### src/rtl/sfu_pkg.sv
package sfu_pkg;
  // operation group lives in the two top bits of the code
  typedef enum logic [1:0] {
    GRP_MISC = 2'b00,
    GRP_SET  = 2'b01,
    GRP_CLR  = 2'b10,
    GRP_RSV  = 2'b11
  } grp_e;

  // selector values inside the misc group
  localparam int unsigned MISC_BST   = 1;
  localparam int unsigned MISC_BLD   = 2;
  localparam int unsigned MISC_IOCLR = 3;

  // status bit positions
  localparam int unsigned FLG_C = 0;
  localparam int unsigned FLG_Z = 1;
  localparam int unsigned FLG_N = 2;
  localparam int unsigned FLG_V = 3;
  localparam int unsigned FLG_S = 4;
  localparam int unsigned FLG_H = 5;
  localparam int unsigned FLG_T = 6;
  localparam int unsigned FLG_I = 7;

  typedef struct packed {
    logic bst;
    logic bld;
    logic ioclr;
  } xfer_t;
endpackage

### src/rtl/sfu_op_decode.sv
module sfu_op_decode
  import sfu_pkg::*;
#(
  parameter int DW = 8,
  parameter int IW = $clog2(DW),
  parameter int OW = IW + 2
) (
  input  logic          op_valid,
  input  logic [OW-1:0] op,
  output logic [DW-1:0] set_mask,
  output logic [DW-1:0] clr_mask,
  output xfer_t         xfer
);
  grp_e          grp;
  logic [IW-1:0] sel;

  assign grp = grp_e'(op[OW-1:OW-2]);
  assign sel = op[IW-1:0];

  for (genvar i = 0; i < DW; i++) begin : g_mask
    assign set_mask[i] = op_valid && (grp == GRP_SET) && (sel == IW'(i));
    assign clr_mask[i] = op_valid && (grp == GRP_CLR) && (sel == IW'(i));
  end

  always_comb begin
    xfer       = '0;
    xfer.bst   = op_valid && (grp == GRP_MISC) && (sel == IW'(MISC_BST));
    xfer.bld   = op_valid && (grp == GRP_MISC) && (sel == IW'(MISC_BLD));
    xfer.ioclr = op_valid && (grp == GRP_MISC) && (sel == IW'(MISC_IOCLR));
  end
endmodule

### src/rtl/sfu_bit_lane.sv
module sfu_bit_lane #(
  parameter int DW = 8,
  parameter int IW = $clog2(DW)
) (
  input  logic [IW-1:0] idx,
  input  logic [DW-1:0] src_byte,
  input  logic [DW-1:0] io_byte,
  input  logic          t_in,
  output logic          picked,
  output logic [DW-1:0] ins_byte,
  output logic [DW-1:0] clr_byte
);
  logic [DW-1:0] hit;

  for (genvar i = 0; i < DW; i++) begin : g_lane
    assign hit[i]      = (idx == IW'(i));
    assign ins_byte[i] = hit[i] ? t_in : src_byte[i];
    assign clr_byte[i] = hit[i] ? 1'b0 : io_byte[i];
  end

  assign picked = |(hit & src_byte);
endmodule

### src/rtl/sfu_status_reg.sv
module sfu_status_reg #(
  parameter int DW    = 8,
  parameter int T_POS = 6
) (
  input  logic          clk,
  input  logic          rst,
  input  logic [DW-1:0] set_mask,
  input  logic [DW-1:0] clr_mask,
  input  logic          t_load,
  input  logic          t_bit,
  output logic [DW-1:0] flags
);
  for (genvar i = 0; i < DW; i++) begin : g_flag
    if (i == T_POS) begin : g_t
      always_ff @(posedge clk) begin
        if (rst)              flags[i] <= 1'b0;
        else if (set_mask[i]) flags[i] <= 1'b1;
        else if (clr_mask[i]) flags[i] <= 1'b0;
        else if (t_load)      flags[i] <= t_bit;
      end
    end else begin : g_plain
      always_ff @(posedge clk) begin
        if (rst)              flags[i] <= 1'b0;
        else if (set_mask[i]) flags[i] <= 1'b1;
        else if (clr_mask[i]) flags[i] <= 1'b0;
      end
    end
  end
endmodule

### src/rtl/flag_bit_unit.sv
module flag_bit_unit
  import sfu_pkg::*;
#(
  parameter int DW = 8,
  parameter int IW = $clog2(DW),
  parameter int OW = IW + 2
) (
  input  logic          clk,
  input  logic          rst,
  input  logic          op_valid,
  input  logic [OW-1:0] op,
  input  logic [IW-1:0] bit_idx,
  input  logic [DW-1:0] reg_in,
  input  logic [DW-1:0] io_in,
  output logic [DW-1:0] status,
  output logic [DW-1:0] reg_out,
  output logic          reg_we,
  output logic [DW-1:0] io_out,
  output logic          io_we
);
  logic [DW-1:0] set_mask;
  logic [DW-1:0] clr_mask;
  xfer_t         xfer;
  logic          picked;
  logic [DW-1:0] ins_byte;
  logic [DW-1:0] clr_byte;

  sfu_op_decode #(.DW(DW), .IW(IW), .OW(OW)) u_dec (
    .op_valid (op_valid),
    .op       (op),
    .set_mask (set_mask),
    .clr_mask (clr_mask),
    .xfer     (xfer)
  );

  sfu_bit_lane #(.DW(DW), .IW(IW)) u_lane (
    .idx      (bit_idx),
    .src_byte (reg_in),
    .io_byte  (io_in),
    .t_in     (status[FLG_T]),
    .picked   (picked),
    .ins_byte (ins_byte),
    .clr_byte (clr_byte)
  );

  sfu_status_reg #(.DW(DW), .T_POS(FLG_T)) u_sreg (
    .clk      (clk),
    .rst      (rst),
    .set_mask (set_mask),
    .clr_mask (clr_mask),
    .t_load   (xfer.bst),
    .t_bit    (picked),
    .flags    (status)
  );

  always_ff @(posedge clk) begin
    if (rst) begin
      reg_out <= '0;
      reg_we  <= 1'b0;
      io_out  <= '0;
      io_we   <= 1'b0;
    end else begin
      reg_we <= xfer.bld;
      io_we  <= xfer.ioclr;
      if (xfer.bld)   reg_out <= ins_byte;
      if (xfer.ioclr) io_out  <= clr_byte;
    end
  end
endmodule

### config.mk
export PLATFORM = sky130hd
export DESIGN_NAME = flag_bit_unit
export DESIGN_NICKNAME = d
export VERILOG_FILES = /design/src/rtl/sfu_pkg.sv /design/src/rtl/sfu_op_decode.sv /design/src/rtl/sfu_bit_lane.sv /design/src/rtl/sfu_status_reg.sv /design/src/rtl/flag_bit_unit.sv
export SDC_FILE = /design/constraint.sdc
export NUM_CORES = 1
export LEC_CHECK = 0
export CAP_MARGIN = 25
export CORE_MARGIN = 2
export CORE_UTILIZATION = 41
export CTS_CLUSTER_DIAMETER = 40
export DETAILED_ROUTE_END_ITERATION = 10
export PLACE_DENSITY = 0.76
export SYNTH_ARGS = -nofsm -noshare
export SYNTH_HDL_FRONTEND = slang
export SYNTH_SLANG_ARGS = --single-unit
### constraint.sdc
create_clock -name clk -period 1.78 [get_ports clk]
set_clock_uncertainty 0.2 [all_clocks]
set_input_delay 0.445 -clock clk [delete_from_list [all_inputs] [get_ports clk]]
set_output_delay 0.445 -clock clk [all_outputs]
set_load 0.02 [all_outputs]
==> results of run 1 <==
logic make-up after synthesis:
| family | Yosys count | synth area share, % |
|---|---|---|
| AND/OR/NAND/NOR | 66 | 28.8 |
| AO/OA/AOI/OAI | 39 | 17.9 |
| flip-flops | 26 | 38.6 |
| buffers and inverters | 14 | 7.98 |
| multiplexers | 9 | 6.77 |
flip-flops by register name, indices dropped and copies added, names as in the netlist:
register and count:
io_out 8, u_sreg.flags 8, reg_out 8, io_we 1, reg_we 1
what timing repair did:
item | 4_1_cts | 5_1_grt
endpoints found under the hold margin | 0 | 0
setup buffers | 0 | 0
gates resized for setup | 34 | 5
setup endpoints to repair | 48 | 5
pin swaps | 0 | 0
worst register-to-register path, stage by stage (launching register included):
cell	delay [ns]
dfxtp_1	0.37
buf_4	0.17
o22ai_1	0.11
a221oi_2	0.22
through the flow:
| stage | hold WS [ns] | TNS (ns) | std cells | cell area (um2) |
|---|---|---|---|---|
| finish | 0.263 | 0 | 269 | 2070 |
| global route | 0.291 | -0.00549 | 269 | 2070 |
| CTS | 0.266 | 0 | 269 | 2050 |
| detailed placement | 0.251 | -9.85 | 266 | 2060 |
| global placement | 0.238 | -8.60 | 266 | 2060 |
| floorplan | 0.330 | 0 | 154 | 1350 |
cell usage in the layout, fill, tap and decap left out, drive strengths merged, types with 2 or more instances in the layout:
master / instances
nor3: 4
nand3: 9
a211oi: 7
nor2: 16
o31ai: 2
nand3b: 7
nor2b: 3
clkdlybuf4s50: 19
clkbuf: 3
a21oi: 16
nand2b: 3
or3: 3
mux2i: 8
dlygate4sd2: 32
buf: 29
dfxtp: 26
o21ai: 10
nand2: 16
power by group through the flow:
stage | logic [uW] | registers (uW) | clock network, uW
global placement | 229 | 607 | 0
finish | 231 | 594 | 236
detailed placement | 235 | 608 | 0
CTS | 227 | 595 | 250
floorplan | 96.9 | 616 | 0
global route | 248 | 596 | 270
layer usage:
layer  vias up  global-route usage [%]
li1        691                       -
met1       638                    23.4
met2        62                    37.5
met3         6                    2.73
met4         0                    6.99
met5         -                       0
worst paths after layout:
kind	start	to	slack [ns]	cells past startpoint
max	bit_idx[2]	reg_out[6]$_SDFFE_PP0P_	0.04	6
min	io_out[6]$_SDFFE_PP0P_	io_out[6]$_SDFFE_PP0P_	0.26	2
max reg2reg	u_sreg.flags[6]$_SDFFE_PP0P_	u_sreg.flags[6]$_SDFFE_PP0P_	0.63	3
min reg2reg	io_out[6]$_SDFFE_PP0P_	io_out[6]$_SDFFE_PP0P_	0.26	2
area by class of cell:
| cell class | instances | area, um2 | area share (%) |
|---|---|---|---|
| clock buffers | 3 | 22.5 | 1.09 |
| inverters | 1 | 3.75 | 0.181 |
| multi-input cells | 114 | 742 | 35.9 |
| flip-flops and latches | 26 | 520 | 25.2 |
| well taps | 44 | 55.1 | 2.66 |
| repair buffers | 81 | 726 | 35.1 |
==> flow_metrics.tcl, run 1 <==
set metrics [dict create \
    nets 254 \
    drt-met1-wl_um 1500 \
    setup_viol 0 \
    p_sw_uw 267 \
    clock_sinks 26 \
    holdBufCountCts 0 \
    core_mm2 0.00310 \
    place_ws_ns -0.435 \
    crit_chain "clkdlybuf4s50_1 > buf_4 > nand2_1 > nor2_2 > mux2i_2 > a211oi_2" \
    critPathMaxStageDelay_ns 0.54 \
    p_int_uw 794 \
    totalWireLength_um 3610 \
    wl_met2_um 1800 \
    power.leakage_uw 0.000907 \
    htreeDepth 1 \
    ys_ff_latch 26 \
    synthCells 154 \
    critPathLaunchType "input pin" \
    arrival_ns 1.74 \
    max-vdd-ir-drop_mv 0.309 \
    die_w_um 61.4 \
    wl_met3_um 250 \
    async_reset_ff_share_pct 0 \
    synth.top_cells.by_count "dfxtp_1 (26), a21oi_1 (16), nand2_1 (16), nor2_1 (16), o21ai_0 (10)" \
    drt-initial-drc-count 48 \
    synth_area_leader_cell "dfxtp_1" \
    synthesis.area_mm2 0.00135 \
    antenna_left 0 \
    floorplan.die_area_mm2 0.00376 \
    gp_congestion 0.994 \
    cp_data_required_time_ns 1.78 \
    insertion_delay_ns 0.30 \
    cts_tree "done" \
    run_status "completed" \
    track_usage_pct 20.1 \
    drive_gt1_share_pct 21.8 \
    cp_slowest_cell "clkdlybuf4s50_1" \
    synth_fp_nets 181 \
    path_class "in2reg" \
    synthDistinctLibCells 35 \
    syn_to_final_growth_pct 53.4 \
    fin_util_pct 66.7 \
    fin_crit_sh_pct 97.9 \
    synth.yosys.seq_area_share_pct 38.6 \
    min_path_type "reg2reg" \
    path_buf_inv 2 \
    synthFlopType "dfxtp_1" \
    clock_path_buffers 2 \
    clk_pin_slew_ns 0.13 \
    fp-row-count 20 \
    initial_core_util_pct 43.5 \
    end_kind "flip-flop" \
    grt_pass1_vias 1334 \
    p_clk_share_pct 22.2 \
    overflow 0 \
    final-hold-violation-count 0 \
    port-buffer-count 52 \
    vias 1397 \
    report.final.slew_viol_count 0 \
    grt_max_degree 27 \
    crit_path_max_fanout 8 \
    p_total_uw 1060 \
    relSlewSlack_pct 77.0 \
    yosysTopAreaCellShare_pct 38.6 \
    grt_pass1_wl_um 5620 \
    combinationalPowerShare_pct 21.8 \
    yosys_warnings 0 \
    worstMarginPinSlew_ns 0.342 \
    grt_antenna_before_repair 0 \
    setup_ws_ns 0.0372 \
    critPathTopFamily "buffers and inverters" \
    swShare_pct 25.2 \
    die_h_um 61.4 \
    post-route-min-period_ns 1.74 \
    synth-edff-count 0 \
    antennaDiodeCount 0 \
    synth_most_common_cell "dfxtp_1" \
    numCtsBuffers 3 \
    vias_per_cell 5.19 \
    pwr-share-seq_pct 56.0 \
    syn_avg_cell_area_um2 8.76 \
    fillerInstances 287 \
    firstDrtPassIters 4 \
    max_cap_viol_count 0 \
    netlist_top_cells_area "dfxtp_1 (39%), a21oi_1 (5.9%), mux2i_1 (5.9%)" \
    cellPowerDensity_mw_per_mm2 513 \
    highest-signal-layer "met4" \
    io-pin-count 53 \
    cts-root-buf "clkbuf_4" \
    wl_per_cell_um 13.4 \
    clock.fmax_mhz 574 \
    drc 0 \
    dp_hpwl_um 2880 \
]
(Power assumes the default switching activity.)
==> run 2: changes to the inputs <==
--- a/config.mk
+++ b/config.mk
@@ -5,10 +5,10 @@
 export SDC_FILE = /design/constraint.sdc
 export NUM_CORES = 1
 export LEC_CHECK = 0
-export CAP_MARGIN = 25
+export CAP_MARGIN = 20
 export CORE_MARGIN = 2
 export CORE_UTILIZATION = 41
-export CTS_CLUSTER_DIAMETER = 40
+export CTS_CLUSTER_DIAMETER = 150
 export DETAILED_ROUTE_END_ITERATION = 10
 export PLACE_DENSITY = 0.76
 export SYNTH_ARGS = -nofsm -noshare
==> results of run 2 <==
Same layout as run 1: the final DEF is identical, and so are final timing and power.
==> run 3: changes to the inputs <==
--- a/config.mk
+++ b/config.mk
@@ -7,10 +7,11 @@
 export LEC_CHECK = 0
 export CAP_MARGIN = 20
 export CORE_MARGIN = 2
-export CORE_UTILIZATION = 41
+export CORE_UTILIZATION = 44
 export CTS_CLUSTER_DIAMETER = 150
 export DETAILED_ROUTE_END_ITERATION = 10
-export PLACE_DENSITY = 0.76
+export PLACE_DENSITY = 0.79
 export SYNTH_ARGS = -nofsm -noshare
 export SYNTH_HDL_FRONTEND = slang
+export SYNTH_HIERARCHICAL = 1
 export SYNTH_SLANG_ARGS = --single-unit
==> run 3 against run 2 <==
Net effect: sequential share of layout area shrank 1.8 points; clock power grew 8%; core utilization grew 5.2 points; first-iteration DRC count is 4.2% lower; largest cell class unchanged; highest routed layer unchanged.
==> flow_metrics.tcl, run 3 <==
set metrics [dict create \
    synth.mux.area_fraction_pct 22.2 \
    end_kind "flip-flop" \
    pwr-share-seq_pct 54.4 \
    tns_ns 0 \
    htreeDepth 1 \
    numCtsBuffers 3 \
    vias 1361 \
    critPathLaunchType "input pin" \
    setup_viol 0 \
    antennaDiodeCount 0 \
    hp-start "u_sreg/flags[2]$_SDFFE_PP0P_" \
    reg2reg_to "reg_out[0]$_SDFFE_PP0P_" \
    holdWs_ns 0.280 \
    core_mm2 0.00310 \
    min_path_type "reg2reg" \
    max_cap_viol_count 0 \
    synth_fa_ha_area_share_pct 0 \
    report.final.slew_viol_count 0 \
    setup_ws_ns 0.0124 \
    grt_antenna_before_repair 0 \
    synth_top_family_by_area "simple AND/OR/NAND/NOR gates" \
    synthFlopType "dfxtp_1" \
    yosys_warnings 6 \
    port-buffer-count 52 \
    p_clk_share_pct 23.5 \
    drc 0 \
    synth-compound-area-share_pct 3.25 \
    arrival_ns 1.81 \
    clock_path_buffers 2 \
    floorplan.die_area_mm2 0.00380 \
    synth_fp_nets 177 \
    relSlewSlack_pct 74.5 \
    gp_congestion 0.877 \
    die_h_um 61.6 \
    dp_hpwl_um 2960 \
    p_total_uw 1090 \
    fp-row-count 20 \
    combinationalPowerShare_pct 22.1 \
    grt_pass1_wl_um 5770 \
    p_sw_uw 282 \
    p_int_uw 803 \
    register_area_um2 520 \
    final_cell_mix "dlygate4sd2_1 (31), buf_4 (27), dfxtp_1 (26)" \
    async_reset_ff_share_pct 0 \
    fin_util_pct 71.9 \
    r2r_setup_slack_ns 0.45 \
    synth.yosys.seq_area_share_pct 35.6 \
    fillerInstances 266 \
    netlist_top_cells_area "dfxtp_1 (36%), mux2i_1 (12%), mux2_2 (6.9%)" \
    synth_xor_area_share_pct 0 \
    cp_data_required_time_ns 1.82 \
    r2r_cells 4 \
    holdBufCountCts 0 \
    wl_per_cell_um 15.0 \
    syn_avg_cell_area_um2 9.74 \
    clock.fmax_mhz 566 \
    cp_slowest_cell "clkdlybuf4s15_1" \
    synth-simple-area-share_pct 30.8 \
    crit_path_max_fanout 8 \
    drive_gt1_share_pct 28.9 \
    synthCells 150 \
    yosysTopAreaCellShare_pct 35.6 \
    synth-edff-count 0 \
    drt-initial-drc-count 46 \
    ys_ff_latch 26 \
    hold_end "u_sreg/flags[2]$_SDFFE_PP0P_" \
    path_class "in2reg" \
    run_status "completed" \
    multiInputGateArea_um2 877 \
    synth_area_leader_cell "dfxtp_1" \
    antenna_left 0 \
    clk_pin_slew_ns 0.13 \
    nets 254 \
    syn_to_final_growth_pct 52.7 \
    initial_core_util_pct 47.1 \
    die_w_um 61.6 \
    clock_sinks 26 \
    post-route-min-period_ns 1.77 \
    synthDistinctLibCells 27 \
    grt_pass1_vias 1307 \
    overflow 0 \
    grt_max_degree 14 \
    io-pin-count 53 \
    cellPowerDensity_mw_per_mm2 486 \
    worstMarginPinSlew_ns 0.382 \
    insertion_delay_ns 0.33 \
    vias_per_cell 5.06 \
    cts_tree "done" \
    power.leakage_uw 0.000999 \
    swShare_pct 26.0 \
    reg2reg_from "u_sreg/flags[6]$_SDFFE_PP0P_" \
    reg_top3 "io_out (8), reg_out (8), u_sreg/flags (8)" \
    holdPathStages 2 \
    final_common_cell "dlygate4sd2_1" \
    totalWireLength_um 4030 \
    synth.top_cells.by_count "dfxtp_1 (26), nor2_1 (26), mux2i_1 (17)" \
    synthesis.area_mm2 0.00146 \
    track_usage_pct 20.7 \
    fin_crit_sh_pct 99.3 \
    crit_chain "clkdlybuf4s15_1 > nor3b_1 > mux2_2 > mux2i_1 > nor2_1" \
    final-hold-violation-count 0 \
    max-vdd-ir-drop_mv 0.332 \
    critPathMaxStageDelay_ns 0.40 \
    firstDrtPassIters 4 \
    place_ws_ns -0.587 \
    cts-root-buf "clkbuf_4" \
]
## run 3: cell count changes after synthesis, moves of 6 or more
cell | before | now
mux2_2 | 1 | 9
nand3_1 | 9 | 1
nand2b_1 | 1 | 8
inv_1 | 1 | 7
nand2_1 | 16 | 1
a21oi_1 | 16 | 7
o21ai_0 | 10 | 0
mux2i_1 | 8 | 17
nor2_1 | 16 | 26
a211oi_1 | 6 | 0
## run 3: critical path, delay by kind of cell
kind,cells,cell delay [ns]
mux,2,0.53
simple gates,2,0.42
buf+inv,1,0.40
## run 3: layout make-up
type | count | share of cell area [%]
multi-input combinational | 107 | 39.3
timing repair buffer | 82 | 32.7
sequential | 26 | 23.3
tap | 44 | 2.47
clock buffer | 3 | 1.01
inverter | 7 | 1.18
## run 3: power by group through the flow
stage	clock network, uW	registers (uW)	logic, uW
final	255	590	240
after global routing	279	591	255
after CTS	253	590	225
after detailed placement	0	603	232
after global placement	0	603	225
after floorplan	0	609	107
## run 3: worst max path at each step
stage,startpoint,to,slack [ns]
global placement,bit_idx[2],u_sreg/flags[6]$_SDFFE_PP0P_,-0.55
floorplan,bit_idx[2],u_sreg/flags[6]$_SDFFE_PP0P_,-0.04
detailed placement,bit_idx[2],u_sreg/flags[6]$_SDFFE_PP0P_,-0.59
finish,bit_idx[1],reg_out[2]$_SDFFE_PP0P_,0.01
CTS,reg_in[1],u_sreg/flags[6]$_SDFFE_PP0P_,-0.05
global route,bit_idx[1],reg_out[2]$_SDFFE_PP0P_,-0.04
## run 3: per-stage QoR
step	cells	area [um2]
after detailed placement	265	2150
after CTS	268	2150
after floorplan	150	1460
after global placement	265	2150
final	269	2230
after global routing	269	2230
## run 3: cell families (layout without fill, tap and decap cells)
group | count (synthesis) | after routing
simple gates | 71 | 71
mux | 28 | 28
flops | 26 | 26
buf+inv | 17 | 92
compound gates | 8 | 8
## run 3: what timing repair did
| action | in CTS | in global routing |
|---|---|---|
| endpoints found under the setup margin | 39 | 15 |
| gates cloned | 0 | 1 |
| resized for setup | 36 | 19 |
| pin swaps | 1 | 1 |
| buffers inserted | 0 | 0 |
## run 3: metal layers
| metal | up-vias | share of wire [%] | GRT usage (%) | wire [um] |
|---|---|---|---|---|
| met2 | 45 | 53 | 36.1 | 2130 |
| met4 | 0 | 2.1 | 9.42 | 83 |
| met1 | 649 | 41 | 24.7 | 1650 |
| met5 | - | 0 | 0 | 0 |
| li1 | 661 | - | - | - |
| met3 | 6 | 4.0 | 3.36 | 161 |
